File: src/rtl/sarSeqPkg.sv
package sarSeqPkg;
  typedef struct packed {
    logic clearAll;   // wipe result and trial mask
    logic beginSearch; // load MSB into trial mask
    logic decideBit;  // apply comparator, step mask down
  } sarStrobes_t;
endpackage

File: src/rtl/sarControl.sv
module sarControl
  import sarSeqPkg::*;
#(
  parameter int BIT_CYCLES = 2
) (
  input  logic        clk,
  input  logic        rstN,
  input  logic        startIn,
  input  logic        lastBit,
  output sarStrobes_t strb,
  output logic        busyOut
);
  localparam int CNT_W = $clog2(BIT_CYCLES + 1);
  localparam logic [CNT_W-1:0] CNT_LAST = CNT_W'(BIT_CYCLES - 1);

  typedef enum logic [1:0] {S_IDLE, S_ARMED, S_CONV} seqState_t;

  seqState_t stateQ;
  logic [CNT_W-1:0] cntQ;
  logic startPrevQ;
  logic startRise, startFall;

  assign startRise = startIn && !startPrevQ;
  assign startFall = !startIn && startPrevQ;

  always_comb begin
    strb.clearAll    = startRise;
    strb.beginSearch = (stateQ == S_ARMED) && startFall;
    strb.decideBit   = (stateQ == S_CONV) && (cntQ == CNT_LAST) && !startRise;
  end

  always_ff @(posedge clk or negedge rstN) begin
    if (!rstN) begin
      stateQ     <= S_IDLE;
      cntQ       <= '0;
      startPrevQ <= 1'b0;
    end else begin
      startPrevQ <= startIn;
      if (startRise) begin
        stateQ <= S_ARMED;
        cntQ   <= '0;
      end else if (strb.beginSearch) begin
        stateQ <= S_CONV;
        cntQ   <= '0;
      end else if (stateQ == S_CONV) begin
        if (strb.decideBit) begin
          cntQ <= '0;
          if (lastBit) stateQ <= S_IDLE;
        end else begin
          cntQ <= cntQ + 1'b1;
        end
      end
    end
  end

  assign busyOut = (stateQ != S_IDLE);


  busy_on_rise_chk: assert property (@(posedge clk) disable iff (!rstN)
    startRise |=> busyOut);


  hold_armed_chk: assert property (@(posedge clk) disable iff (!rstN)
    (stateQ == S_ARMED && startIn) |=> (stateQ == S_ARMED));


  busy_fall_chk: assert property (@(posedge clk) disable iff (!rstN)
    $fell(busyOut) |-> $past(strb.decideBit && lastBit));
endmodule

File: src/rtl/sarDatapath.sv
module sarDatapath
  import sarSeqPkg::*;
#(
  parameter int WIDTH = 8
) (
  input  logic             clk,
  input  logic             rstN,
  input  sarStrobes_t      strb,
  input  logic             cmpIn,
  output logic [WIDTH-1:0] resultVal,
  output logic [WIDTH-1:0] trialCode,
  output logic             lastBit
);
  localparam logic [WIDTH-1:0] MSB_MASK = {1'b1, {(WIDTH-1){1'b0}}};

  logic [WIDTH-1:0] resultQ, maskQ;

  always_ff @(posedge clk or negedge rstN) begin
    if (!rstN) begin
      resultQ <= '0;
      maskQ   <= '0;
    end else if (strb.clearAll) begin
      resultQ <= '0;
      maskQ   <= '0;
    end else if (strb.beginSearch) begin
      maskQ <= MSB_MASK;
    end else if (strb.decideBit) begin
      if (cmpIn) resultQ <= resultQ | maskQ;
      maskQ <= maskQ >> 1;
    end
  end

  assign resultVal = resultQ;
  assign trialCode = resultQ | maskQ;
  assign lastBit   = maskQ[0];


  clear_result_chk: assert property (@(posedge clk) disable iff (!rstN)
    strb.clearAll |=> (resultQ == '0 && maskQ == '0));


  one_trial_bit_chk: assert property (@(posedge clk) disable iff (!rstN)
    $onehot0(maskQ));


  result_hold_chk: assert property (@(posedge clk) disable iff (!rstN)
    (!strb.clearAll && !strb.decideBit) |=> $stable(resultQ));
endmodule

File: src/rtl/sarSequencer.sv
module sarSequencer
  import sarSeqPkg::*;
#(
  parameter int WIDTH      = 8,
  parameter int BIT_CYCLES = 2
) (
  input  logic             clk,
  input  logic             rstN,
  input  logic             startIn,
  input  logic             cmpIn,
  input  logic             dataEnN,
  output logic [WIDTH-1:0] trialCode,
  output logic             busyOut,
  output logic [WIDTH-1:0] dataOut,
  output logic             dataOe
);
  sarStrobes_t strb;
  logic lastBit;
  logic [WIDTH-1:0] resultVal;

  sarControl #(.BIT_CYCLES(BIT_CYCLES)) ctrl (
    .clk(clk), .rstN(rstN), .startIn(startIn), .lastBit(lastBit),
    .strb(strb), .busyOut(busyOut)
  );

  sarDatapath #(.WIDTH(WIDTH)) dpath (
    .clk(clk), .rstN(rstN), .strb(strb), .cmpIn(cmpIn),
    .resultVal(resultVal), .trialCode(trialCode), .lastBit(lastBit)
  );

  assign dataOe  = !dataEnN;
  assign dataOut = resultVal;
endmodule

File: config.mk
export PLATFORM = sky130hd
export DESIGN_NAME = sarSequencer
export DESIGN_NICKNAME = d
export VERILOG_FILES = /design/src/rtl/sarSeqPkg.sv /design/src/rtl/sarControl.sv /design/src/rtl/sarDatapath.sv /design/src/rtl/sarSequencer.sv
export SDC_FILE = /design/constraint.sdc
export NUM_CORES = 1
export LEC_CHECK = 0
export CORE_MARGIN = 1
export CORE_UTILIZATION = 46
export CTS_BUF_LIST = sky130_fd_sc_hd__clkbuf_2
export DETAILED_ROUTE_END_ITERATION = 6
export HOLD_SLACK_MARGIN = 0.05
export MAX_ROUTING_LAYER = met4
export PLACE_DENSITY = 0.77
export SLEW_MARGIN = 20
export SYNTH_ARGS = -nofsm -noshare
export SYNTH_HDL_FRONTEND = slang
export SYNTH_HIERARCHICAL = 1
export SYNTH_SLANG_ARGS = --single-unit
File: constraint.sdc
create_clock -name clk -period 1.2 [get_ports clk]
set_input_delay 0.18 -clock clk [delete_from_list [all_inputs] [get_ports clk]]
set_output_delay 0.18 -clock clk [all_outputs]
set_load 0.01 [all_outputs]
==> reports/results.ini, run 1 <==
[worst_setup_path]
r2r_start=ctrl/stateQ[0]
crit_arrival_ns=1.71
startpoint_type=register
crit_path_start=ctrl/stateQ[0]
worst-path-max-fanout=8
critPathRequiredTime_ns=1.47
crit_path_end_kind=register
critical_path_class=register to register

[final_layout]
utilization=0.888
area.growth.synth_to_final_pct=75.6
drive_gt1_frac=0.628
layout_common_cells=buf_4 (31), buf_6 (27), dfrtp_1 (21)
nNetsFinal=171
fillCellCount=96
diodes=0
layout_commonest_cell=buf_4

[timing]
finalCriticalPeriod_ns=1.44
setup_slack_ns=-0.239
drv_slew=0
fmax_mhz=695
relSlewSlack=0.783
fin_worst_skew_ns=0.00263
hold_viol=0
finalCritPeriodShare=1.20
setup-violations-final=27
rsz0062_at_grt=true
tightest_slew_ns=0.323
hold_slack_ns=0.171

[place]
port_buffers=22
hpwl_mm=1.62
gp_congestion=0.738

[power_and_ir_drop]
ir_drop_mv=1.01
p_leak_uw=0.000848
pwr_density_cell_nw_per_um2=881

[yosys]
synth-seq-area-share=0.514
netlist_area_um2=1020
yosys_warnings=6
synthesis.nets=106
netlist_top_cells_area=dfrtp_1 (51%), mux2i_1 (6.9%), nand2b_1 (6.7%)
synth_cells=100
ys_ff_latch=21
synth_top_area_share=0.514
synth_top_cell_by_area=dfrtp_1
synth_cell_types=23
syn_area_per_cell_um2=10.2

[route]
wl_per_cell_um=15.7
drc=0
ant_nets=0
drt-vias-per-instance=5.21
dr.first_iter.drc_count=19
drt_wl_total_mm=2.99
num_vias=995
firstDrtPassIters=4

[floorplan]
die_y_um=49.1
ioPinCount=23
core_area_um2=2020
die_area_um2=2410
start_util=0.506
die_w_um=49.1
num_rows=16

[global_routing]
grt_max_degree=22
met2_usage=0.425
gr-usage-all-layers=0.252
grtUsageMet3=0.0280
grt_pass1_vias=957
antenna_found_initial=0
busiest_layer=met2
grt.overflow.total=0
met1_usage=0.292
grt_pass1_wl_mm=4.39

[run]
max-cap-violations=0

[clocking]
clock_latency_ns=0.32
cts.path.max_buffers=2
root_buffer=clkbuf_2
cts_tree=done
cts_inserted_buffers=3
clk_pin_slew_worst_paths_ns=0.20
cts.sinks=21
htreeDepth=1

[hold_path]
hp-class=input port to async pin

[outcome]
status=finished with violations
violations=negative setup slack

## cell type report
type | instances | area (um2) | share of cell area
multi-input combinational | 61 | 554 | 0.309
timing repair buffer | 65 | 611 | 0.340
inverter | 13 | 51.3 | 0.0286
sequential | 21 | 526 | 0.293
tap | 27 | 33.8 | 0.0188
clock buffer | 4 | 20.0 | 0.0111
## synthesized netlist by cell type
cell type,n
nor3_1,1
inv_1,13
nor2b_1,1
dfrtp_1,21
nand2b_1,11
nand2_1,2
a21oi_1,4
nor2_1,4
nor2_2,7
nor3b_1,1
ha_1,1
or2_1,1
nor4_1,2
buf_4,2
clkbuf_2,1
o22a_1,1
buf_2,1
buf_6,1
o22ai_1,8
mux2i_1,7
or2_2,8
nand3b_4,1
a211oi_1,1
## critical path, cell delays in order, from the launching register on
cell and delay (ns):
dfrtp_1 0.43, buf_6 0.12, nand2b_4 0.14, nor3b_4 0.19, buf_6 0.17, nand3b_4 0.17
o22ai_2 0.15
## metrics by stage
stage | instances | total power [uW] | area [um2] | setup slack, ns | setup TNS, ns
global placement | 175 | 1070 | 1490 | -0.314 | -6.48
floorplan | 100 | 923 | 1030 | -0.0850 | -0.707
finish | 191 | 1580 | 1800 | -0.239 | -4.53
CTS | 186 | 1470 | 1640 | -0.246 | -4.37
detailed placement | 175 | 1090 | 1490 | -0.408 | -8.01
global route | 191 | 1650 | 1800 | -0.319 | -6.37
## report_power, final
group / total [uW] / internal [uW] / switching [uW]
registers: 765 / 740 / 25.1
clock network: 307 / 88.2 / 219
logic: 509 / 272 / 237
total: 1580 / 1100 / 482
## routing by layer
layer,share of wire,routed length [um],up-vias
met5,0,0,-
met1,0.40,1210,483
met3,0.038,115,12
li1,-,-,458
met4,0.045,135,0
met2,0.51,1530,42
## sequential cells by signal, summed over array words and instances, names as in the netlist
register and flops:
ctrl/cntQ 2, ctrl/startPrevQ 1, dpath/resultVal 8, ctrl/stateQ 2, dpath/maskQ 8
## cells by family (layout without fill, tap and decap cells)
group,after synthesis,after routing,synth area share
multiplexers,7,7,0.0685
AND/OR/NAND/NOR,39,39,0.237
AO/OA/AOI/OAI,14,14,0.0845
flip-flops,21,21,0.514
buffers and inverters,18,82,0.0832
adder cells (fa/ha/maj),1,1,0.0122
## path summary, 6_finish.rpt
| path | slack, ns | cells past startpoint | end |
|---|---|---|---|
| min | 0.17 | 2 | dpath/maskQ[2] |
| max reg2reg | -0.24 | 6 | dpath/resultVal[7] |
| min reg2reg | 0.67 | 3 | ctrl/stateQ[1] |
| min in group clk | 0.35 | 1 | ctrl/startPrevQ |
| max in group asynchronous | 0.82 | 2 | ctrl/stateQ[0] |
| max | -0.24 | 6 | dpath/resultVal[7] |
## what timing repair did
item / CTS / global route
setup buffers: 8 / 7
cloned: 0 / 0
pin swaps: 8 / 10
gates resized for setup: 101 / 28
endpoints found under the setup margin: 35 / 37
hold buffers: 0 / 0
(Power assumes the default switching activity.)
==> inputs of run 2 (changes only) <==
CORE_UTILIZATION = 51   (was 46)
PLACE_DENSITY = 0.81   (was 0.77)
clock period = 1.5 ns   (was 1.2 ns; I/O delays follow)
==> run 2 against run 1 <==
Effect of this change:
- the flow still finishes with violations (negative setup slack)
- power decreased by 30%
- die area decreased by 9.4%
- clock power decreased by 22%
- clock-buffer cell count decreased by 1
- cell count decreased by 12%
- core utilization decreased by 7.3 points
- sequential share of layout area increased by 6.5 points
- via count decreased by 14%
- setup slack improved by 0.23 ns
- combinational power decreased by 49%
- critical endpoint is now dpath/maskQ[6]
==> reports/results.ini, run 2 (same netlist as run 1, synthesis figures left out) <==
[place]
gp_congestion=0.743  ; +0.64%
hpwl_mm=1.38  ; -15%
port_buffers=22  ; unchanged
post-place-cells=153  ; -13%
preCtsSetupSlack_ns=-0.225  ; +0.184 ns

[clocking]
clock_latency_ns=0.32  ; about the same
ctsHoldBuffers=0  ; unchanged
cts.sinks=21  ; unchanged
clk_pin_slew_worst_paths_ns=0.21  ; about the same
root_buffer=clkbuf_2
cts_tree=done
htreeDepth=1  ; unchanged
cts.path.max_buffers=2  ; unchanged
cts_inserted_buffers=3  ; unchanged

[route]
drt-vias-per-instance=5.08  ; -2.4%
ant_nets=0  ; unchanged
drc=0  ; unchanged
wl_met1_mm=1.04  ; -14%
highest_layer=met4
wl_met3_um=122  ; +6.1%
wl_per_cell_um=13.9  ; -11%
dr.first_iter.drc_count=16  ; -3
firstDrtPassIters=4  ; unchanged
drt_wl_total_mm=2.34  ; -22%
num_vias=859  ; -14%
wl_met2_mm=1.16  ; -25%

[floorplan]
die_y_um=46.8  ; -4.8%
core_area_um2=1800  ; -11%
start_util=0.567  ; +0.0618
die_area_um2=2190  ; -9.4%
ioPinCount=23  ; unchanged
num_rows=15  ; -1
die_w_um=46.8  ; -4.8%

[global_routing]
gr-usage-all-layers=0.241  ; -0.0105
grt_max_degree=22  ; unchanged
grt_pass1_vias=738  ; -23%
antenna_found_initial=0  ; unchanged
grt.overflow.total=0  ; unchanged
grt_pass1_wl_mm=3.50  ; -20%

[final_layout]
drive_gt1_frac=0.424  ; -0.204
area.growth.synth_to_final_pct=43.6
layout_common_cells=buf_4 (21), dfrtp_1 (21), inv_1 (13)
diodes=0  ; unchanged
fillCellCount=113  ; +18%
nNetsFinal=151  ; -12%
finalNonFillerCells=169  ; -12%

[power_and_ir_drop]
pwr_density_cell_nw_per_um2=756  ; -14%
ir_drop_mv=0.545  ; -46%
power.total_uw=1110  ; -30%
p_leak_uw=0.000795  ; -6.2%

[worst_setup_path]
crit_path_end_kind=register
crit_arrival_ns=1.76  ; +0.05 ns
critical_path_class=register to register
critPathRequiredTime_ns=1.74  ; +0.27 ns
worst-path-max-fanout=5  ; -3
startpoint_type=register

[timing]
finalCritPeriodShare=1.01  ; -0.190
finalCriticalPeriod_ns=1.51  ; +0.0740 ns
fin_worst_skew_ns=0.00726  ; +0.00463 ns
setup-violations-final=3  ; -89%
fmax_mhz=661  ; -4.9%
hold_viol=0  ; unchanged
setup_slack_ns=-0.0131  ; +0.226 ns
relSlewSlack=0.792  ; +0.00871
drv_slew=0  ; unchanged
rsz0062_at_grt=true
tightest_slew_ns=0.310  ; -0.0137 ns

[hold_path]
hp-class=input port to async pin

[run]
max-cap-violations=0  ; unchanged

[outcome]
status=finished with violations
violations=negative setup slack

## run 2: changes by cell type in the layout (fill, tap and decap cells not counted), sizes merged
cell / previous run / this run
clkdlybuf4s50: 4 / 5
clkbuf: 4 / 7
dlymetal6s2s: 0 / 4
dlygate4sd2: 1 / 5
buf: 60 / 27
clkinv: 0 / 1
## run 2: metal layers
| metal | global-route usage | vias up |
|---|---|---|
| li1 | - | 419 |
| met1 | 0.326 | 415 |
| met2 | 0.375 | 23 |
| met3 | 0.0385 | 2 |
| met4 | 0.0743 | 0 |
| met5 | - | - |
## run 2: worst paths after layout
check,startpoint,to,slack [ns],cells past startpoint
worst max-delay path,ctrl/stateQ[0],dpath/maskQ[6],-0.01,6
worst min-delay path,rstN,dpath/maskQ[7],0.21,2
worst max register to register,ctrl/stateQ[0],dpath/maskQ[6],-0.01,6
worst min register to register,dpath/resultVal[5],dpath/resultVal[5],0.55,2
max in group asynchronous,rstN,dpath/maskQ[0],1.07,2
min in group clk,startIn,ctrl/startPrevQ,0.35,1
## run 2: layout make-up
cell class / instances / area [um2] / area share
Clock inverter: 1 / 5.00 / 0.00341
Inverter: 13 / 48.8 / 0.0332
Clock buffer: 3 / 15.0 / 0.0102
Tap cell: 25 / 31.3 / 0.0213
Multi-Input combinational cell: 61 / 478 / 0.326
Timing Repair Buffer: 45 / 364 / 0.248
Sequential cell: 21 / 526 / 0.358
## run 2: worst max-delay path: stages, from the launching register on
cell,delay (ns)
dfrtp_1,0.45
buf_6,0.13
nand2b_4,0.14
nor3b_4,0.24
buf_6,0.18
mux2i_4,0.26
nor2_2,0.05
## run 2: where the power goes
| group | internal (uW) | switching [uW] |
|---|---|---|
| clock | 60.5 | 179 |
| combinational | 131 | 128 |
| sequential | 592 | 18.0 |
## run 2: what timing repair did
item                                    CTS  global route
gates cloned                              1             0
resized for setup                        36            17
buffers inserted                          8             3
endpoints found under the setup margin   18            25
pin swaps                                 1             5
## run 2: stage by stage
step / cell area [um2] / hold WS, ns / util / setup TNS, ns
after global placement: 1320 / 0.526 / 0.733 / -1.91
after detailed placement: 1320 / 0.530 / 0.733 / -3.03
after global routing: 1470 / 0.200 / 0.815 / -0.749
final: 1470 / 0.208 / 0.815 / -0.0247
after CTS: 1420 / 0.212 / 0.789 / -0.0192
after floorplan: 1020 / -0.0706 / - / 0
